$ cat src/rtl/fsi_pkg.sv
package fsi_pkg;
  // Register addresses; the host driver decodes these values.
  localparam int unsigned ADDR_CTRL = 0;
  localparam int unsigned ADDR_MAIN = 1;
  localparam int unsigned ADDR_AUX  = 2;
  // Bit positions inside the control register.
  localparam int unsigned CTRL_MASK_BIT = 0;
  localparam int unsigned CTRL_PEND_BIT = 1;
endpackage

$ cat src/rtl/fsi_status_bank.sv
// Sticky write-one-to-clear status bits; a set event beats a clear.
module fsi_status_bank #(
  parameter int unsigned NCH = 4
) (
  input  logic           clk,
  input  logic           rst_n,
  input  logic [NCH-1:0] evt_i,
  input  logic [NCH-1:0] clr_i,
  output logic [NCH-1:0] stat_o
);
  for (genvar g = 0; g < NCH; g++) begin : g_bit
    always_ff @(posedge clk or negedge rst_n) begin
      if (!rst_n)          stat_o[g] <= 1'b0;
      else if (evt_i[g])   stat_o[g] <= 1'b1;
      else if (clr_i[g])   stat_o[g] <= 1'b0;
    end
  end
endmodule

$ cat src/rtl/fsi_reg_decode.sv
// Address decode for writes and read data multiplexer.
module fsi_reg_decode
  import fsi_pkg::*;
#(
  parameter int unsigned NCH    = 4,
  parameter int unsigned ADDR_W = 4,
  parameter int unsigned DATA_W = 8
) (
  input  logic [ADDR_W-1:0] addr_i,
  input  logic [DATA_W-1:0] wdata_i,
  input  logic              we_i,
  input  logic              mask_i,
  input  logic [NCH-1:0]    main_i,
  input  logic [NCH-1:0]    aux_i,
  output logic [NCH-1:0]    clr_main_o,
  output logic [NCH-1:0]    clr_aux_o,
  output logic              mask_we_o,
  output logic              mask_wd_o,
  output logic [DATA_W-1:0] rdata_o
);
  localparam logic [ADDR_W-1:0] A_CTRL = ADDR_W'(ADDR_CTRL);
  localparam logic [ADDR_W-1:0] A_MAIN = ADDR_W'(ADDR_MAIN);
  localparam logic [ADDR_W-1:0] A_AUX  = ADDR_W'(ADDR_AUX);

  logic hit_ctrl, hit_main, hit_aux;

  assign hit_ctrl = (addr_i == A_CTRL);
  assign hit_main = (addr_i == A_MAIN);
  assign hit_aux  = (addr_i == A_AUX);

  assign clr_main_o = (we_i && hit_main) ? wdata_i[NCH-1:0] : '0;
  assign clr_aux_o  = (we_i && hit_aux)  ? wdata_i[NCH-1:0] : '0;
  assign mask_we_o  = we_i && hit_ctrl;
  assign mask_wd_o  = wdata_i[CTRL_MASK_BIT];

  always_comb begin
    rdata_o = '0;
    if (hit_ctrl) begin
      rdata_o[CTRL_MASK_BIT] = mask_i;
      rdata_o[CTRL_PEND_BIT] = (|main_i) | (|aux_i);
    end else if (hit_main) begin
      rdata_o[NCH-1:0] = main_i;
    end else if (hit_aux) begin
      rdata_o[NCH-1:0] = aux_i;
    end
  end

  if (NCH < DATA_W) begin : g_spare
    logic unused_wbits;
    assign unused_wbits = ^wdata_i[DATA_W-1:NCH];
  end
endmodule

$ cat src/rtl/fsi_irq_gen.sv
// Mask register and registered active-low interrupt output.
module fsi_irq_gen #(
  parameter int unsigned NCH = 4
) (
  input  logic           clk,
  input  logic           rst_n,
  input  logic           mask_we_i,
  input  logic           mask_wd_i,
  input  logic [NCH-1:0] main_i,
  input  logic [NCH-1:0] aux_i,
  output logic           mask_o,
  output logic           irq_n_o
);
  logic want_irq;

  assign want_irq = ((|main_i) | (|aux_i)) & ~mask_o;

  always_ff @(posedge clk or negedge rst_n) begin
    if (!rst_n)         mask_o <= 1'b0;
    else if (mask_we_i) mask_o <= mask_wd_i;
  end

  always_ff @(posedge clk or negedge rst_n) begin
    if (!rst_n) irq_n_o <= 1'b1;
    else        irq_n_o <= ~want_irq;
  end
endmodule

$ cat src/rtl/fault_irq_ctrl.sv
module fault_irq_ctrl #(
  parameter int unsigned NCH    = 4,
  parameter int unsigned ADDR_W = 4,
  parameter int unsigned DATA_W = 8
) (
  input  logic              clk,
  input  logic              rst_n,
  input  logic [NCH-1:0]    main_fault_i,
  input  logic [NCH-1:0]    aux_fault_i,
  input  logic [ADDR_W-1:0] reg_addr,
  input  logic [DATA_W-1:0] reg_wdata,
  input  logic              reg_we,
  output logic [DATA_W-1:0] reg_rdata,
  output logic              irq_n
);
  logic [NCH-1:0] main_q, aux_q;
  logic [NCH-1:0] clr_main, clr_aux;
  logic           mask_we, mask_wd, mask_q;

  fsi_reg_decode #(.NCH(NCH), .ADDR_W(ADDR_W), .DATA_W(DATA_W)) u_dec (
    .addr_i(reg_addr), .wdata_i(reg_wdata), .we_i(reg_we),
    .mask_i(mask_q), .main_i(main_q), .aux_i(aux_q),
    .clr_main_o(clr_main), .clr_aux_o(clr_aux),
    .mask_we_o(mask_we), .mask_wd_o(mask_wd), .rdata_o(reg_rdata)
  );

  fsi_status_bank #(.NCH(NCH)) u_main (
    .clk(clk), .rst_n(rst_n), .evt_i(main_fault_i), .clr_i(clr_main), .stat_o(main_q)
  );

  fsi_status_bank #(.NCH(NCH)) u_aux (
    .clk(clk), .rst_n(rst_n), .evt_i(aux_fault_i), .clr_i(clr_aux), .stat_o(aux_q)
  );

  fsi_irq_gen #(.NCH(NCH)) u_irq (
    .clk(clk), .rst_n(rst_n), .mask_we_i(mask_we), .mask_wd_i(mask_wd),
    .main_i(main_q), .aux_i(aux_q), .mask_o(mask_q), .irq_n_o(irq_n)
  );
endmodule

$ cat config.mk
export PLATFORM = sky130hd
export DESIGN_NAME = fault_irq_ctrl
export DESIGN_NICKNAME = d
export VERILOG_FILES = /design/src/rtl/fsi_pkg.sv /design/src/rtl/fsi_status_bank.sv /design/src/rtl/fsi_reg_decode.sv /design/src/rtl/fsi_irq_gen.sv /design/src/rtl/fault_irq_ctrl.sv
export SDC_FILE = /design/constraint.sdc
export NUM_CORES = 1
export LEC_CHECK = 0
export BUFFER_PORTS_ARGS = -buffer_cell sky130_fd_sc_hd__buf_2
export CORE_MARGIN = 4
export CORE_UTILIZATION = 40
export DETAILED_ROUTE_END_ITERATION = 8
export PLACE_DENSITY_LB_ADDON = 0.2
export SLEW_MARGIN = 20
export SYNTH_ARGS = -nofsm -noshare
export SYNTH_HDL_FRONTEND = slang
export SYNTH_SLANG_ARGS = --single-unit
$ cat constraint.sdc
create_clock -name clk -period 1.25 [get_ports clk]
set_input_delay 0.125 -clock clk [delete_from_list [all_inputs] [get_ports clk]]
set_output_delay 0.125 -clock clk [all_outputs]
set_load 0.01 [all_outputs]
# == Yosys cells after proc, flatten, opt, wreduce, memory -nomap -nowiden ==
# Cells that the tools add are included.
# classes
n_eq_ne,2
muxes,22
n_bitwise,4
reduce_logical,14
# op_table
operator,n
$mux 1,16
$mux 4,4
$reduce_bool 2->1,8
$reduce_or 4->1,2
$eq 4x1->1 const B,1
$eq 4x2->1 const B,1
$logic_not 4->1,1
$mux 2,2
$logic_and 1x1->1,3
$not 1->1,2
$and 1x1->1,1
$or 1x1->1,1
# totals
reg_bits,10
inputBits,23
out_inout_bits,9
wordCells,52

# == Depth between registers and ports, before layout ==
# depth
word_depth,5
ltp_mapped,4
mapped_depth_nobuf,3

# == Cells and area by module ==
# A second synthesis with hierarchy kept.
# hier_totals
cells_unflattened,65
hier_area_um2,594.3
# by_module_without_submodules
module,n_inst,cells_each,area_per_inst_um2,seq_area_each_um2
fsi_status_bank,2,12,145.1,100.1
fsi_reg_decode,1,35,221.5,0.0
fsi_irq_gen,1,6,82.6,51.3

# == Worst setup path after synthesis ==
# Ideal clock, no wire load.
# synth_path
path_kind,register to output
startpoint,register u_aux.stat_o[0]
endpoint,output port reg_rdata[1]
arrival_time_ns,1.008
required_time_ns,1.125
path_slack_ns,0.117
stages_incl_launch_ff,4
n_path_buf,0
cell_sequence,dfrtp_1 -> nor4_1 -> a21boi_0 -> o21a_1
# synth_via
elab_chain_len,3
# synth_rtl
element,line_no,source
start: declaration,fsi_status_bank.sv:9,output logic [NCH-1:0] stat_o
start signal: indexed assignment,fsi_status_bank.sv:13,if (!rst_n) stat_o[g] <= 1'b0;
start signal: indexed assignment,fsi_status_bank.sv:14,else if (evt_i[g]) stat_o[g] <= 1'b1;
start signal: indexed assignment,fsi_status_bank.sv:15,else if (clr_i[g]) stat_o[g] <= 1'b0;
$reduce_or 4->1,fsi_reg_decode.sv:40,rdata_o[CTRL_PEND_BIT] = (|main_i) | (|aux_i);
$or 1x1->1,fsi_reg_decode.sv:40,
$mux 2,fsi_reg_decode.sv:38,if (hit_ctrl) begin
end: declaration,fault_irq_ctrl.sv:13,"output logic [DATA_W-1:0] reg_rdata,"
# No other way between the ends.

# == Worst setup path in the final report ==
# Same ends and word-level chain as after synthesis.

==> results.toml <==
[outcome]
status = "finished, violations left"
violations = "negative setup slack"

[synth]
syn_inst = 54
synth_top_cell_area_share_pct = 41.0
yosysUniqueCellTypes = 23
synthMuxAreaShare_pct = 4.56
synth_top_family_by_area = "simple AND/OR/NAND/NOR gates"
synth.yosys.warnings = 0
synth_compound_area_share_pct = 19.6
synth_area_leaders = "dfrtp_1 (41%), a21o_1 (11%), nand3_1 (7.3%)"
yosys.area_share.simple_pct = 22.3
syn_area_per_cell_um2 = 10.2
ys_ff_latch = 10
synthAdderAreaFrac_pct = 0
synth_top_area_cell = "dfrtp_1"
ys_seq_area_share_pct = 45.8
syn_area_um2 = 549
synth-xor-area-share_pct = 0

[setup_path]
path_cells = "nor4_4 -> a21boi_1 -> o21a_1 -> buf_2"
crit_arrival_ps = 1400
path_class = "flop to output pin"
cp_max_fo = 2
cp-end-kind = "output pin"
cpMaxStageDelayCell = "dfrtp_1"
cpPeakStageDelay_ps = 420
worstPathRequired_ps = 1120
cp-start-kind = "flop"

[detailed_routing]
wl_met2_um = 658
drt-met1-wl_um = 594
wl_met3_um = 97
vias = 533
remaining_drc_errors = 0
drtIter0Drc = 5
drt_wl_total_um = 1360
first_pass_iters = 3
top_layer = "met4"
drtAntennaViolNets = 0
vias_per_cell = 4.94
wire_per_inst_um = 12.6

[global_route]
grt_pass1_wl_um = 2270
grt_max_degree = 11
grt_overflow = 0
track_usage_pct = 15.5
antenna_found_initial = 0
grt_pass1_vias = 549

[finish]
finalCoreUtilization_pct = 66.3
postLayoutCellArea_um2 = 862
multiInputGateArea_um2 = 320
area_delta_synth_final_pct = 56.9
drive_gt1_share_pct = 53.8
final_nets = 117
num-fill-cells = 120
antenna_cells = 0
regArea_um2 = 251

[sta]
layout_worst_path_cycle_share_pct = 122
timing.final.ws_setup_ps = -271
finalSetupViolCount = 4
rsz0062_at_grt = "true"
fmax_mhz = 657
maxSlewViolCount = 0
hold_viol = 0
period_needed_ps = 1520
fin_skew_ps = 4.57

[place]
dp_hpwl_um = 1100
place_congestion = 0.762
io_buffers = 23
place_area_um2 = 761

[floorplanning]
row_count = 13
core_area_mm2 = 0.00130
start_util_pct = 42.2
io_pins = 32
die_h_um = 45.1
die_area_mm2 = 0.00203
dieWidth_um = 45.1

[clock_network]
cts_sinks = 10
post_cts_buffers = 0
root_buffer = "clkbuf_4"
h-tree-depth = 1
clockBufferDepth = 2
insertion_delay_ps = 260
path_clk_slew_ps = 70
cts_tree = "done"
cts_buffers = 3

[min_path]
hp-class = "input pin to flop"

[power]
irDropWorstVdd_mv = 0.545
p_per_area_mw_per_mm2 = 864
power_leakage_nw = 0.402

[job]
max_cap_viol_count = 0
==> synth_stat cells, drive strengths merged <==
library cell	instances
nor2	2
nand3	8
a21boi	1
mux2i	1
o21a	1
buf	5
nand2	2
a22oi	2
nor2b	2
nor4	2
a21o	8
nor3b	1
conb	1
clkbuf	1
a22o	1
mux2	1
dfrtp	9
nand2b	1
dfstp	1
a2bb2oi	1
nor3	3
==> cells by family after synthesis <==
family / count (synthesis)
muxes: 2
and+or+nand+nor: 21
AOI/OAI and AO/OA: 14
DFF: 10
other: 1
buffers and inverters: 6
==> cell type report <==
type	instances	area share, %
tap	15	2.18
timing repair buffer	38	28.4
sequential	10	29.2
multi-input combinational	41	37.2
clock buffer	4	3.05
==> routing by layer <==
layer | vias to the layer above | global-route usage (%)
li1 | 267 | -
met1 | 246 | 19.8
met2 | 18 | 25.4
met3 | 2 | 2.39
met4 | 0 | 7.02
met5 | - | 0
==> power breakdown <==
part / switching [W] / internal [W]
Sequential: 0.0000116 / 0.000347
Combinational: 0.0000731 / 0.0000832
Clock: 0.000107 / 0.000123
Total: 0.000191 / 0.000553
==> stage by stage <==
step,power (W),setup WS (ps),instances,TNS (ps),hold WS (ps)
global route,0.000785,-367,108,-837,44.7
global placement,0.000505,-99.8,103,-99.8,-0.543
finish,0.000745,-271,108,-552,36.6
detailed placement,0.000509,-122,103,-122,-1.64
CTS,0.000750,-317,108,-519,30.5
floorplan,0.000438,117,57,0,-171
==> placed cells by master, fill, tap and decap left out, drive strengths merged, types with 2 or more instances in the layout <==
| cell type | Yosys | layout |
|---|---|---|
| a21o | 8 | 8 |
| a22oi | 2 | 2 |
| buf | 5 | 37 |
| clkbuf | 1 | 4 |
| conb | 1 | 4 |
| dfrtp | 9 | 9 |
| nand2 | 2 | 2 |
| nand3 | 8 | 8 |
| nor2 | 2 | 2 |
| nor2b | 2 | 2 |
| nor3 | 3 | 3 |
| nor4 | 2 | 2 |
==> sequential cells by signal, summed over array words and instances, names as in the netlist <==
register / count
u_irq.mask_o: 1
u_irq.irq_n_o: 1
u_aux.stat_o: 4
u_main.stat_o: 4
==> critical path: cells and delay by family, from the launching register on <==
family,cells,cell delay (ps)
buffers and inverters,1,130
DFF,1,420
and+or+nand+nor,1,310
AOI/OAI and AO/OA,2,270
==> final timing paths <==
path,from,slack (ps),cells past startpoint,to
setup / recovery,u_aux.stat_o[0],-270,4,reg_rdata[1]
hold / removal,aux_fault_i[2],40,2,u_aux.stat_o[2]
setup reg to reg,u_aux.stat_o[1],210,4,u_irq.irq_n_o
hold reg to reg,u_irq.mask_o,520,1,u_irq.irq_n_o
max in group asynchronous,rst_n,740,2,u_irq.irq_n_o
min in group asynchronous,rst_n,250,2,u_irq.mask_o
==> what timing repair did <==
action	4_1_cts	5_1_grt
endpoints found under the hold margin	10	0
pin swaps	3	0
gates resized for setup	7	6
endpoints found under the setup margin	4	4
hold buffers	1	0
No activity file was read; power rests on OpenSTA's default activity.
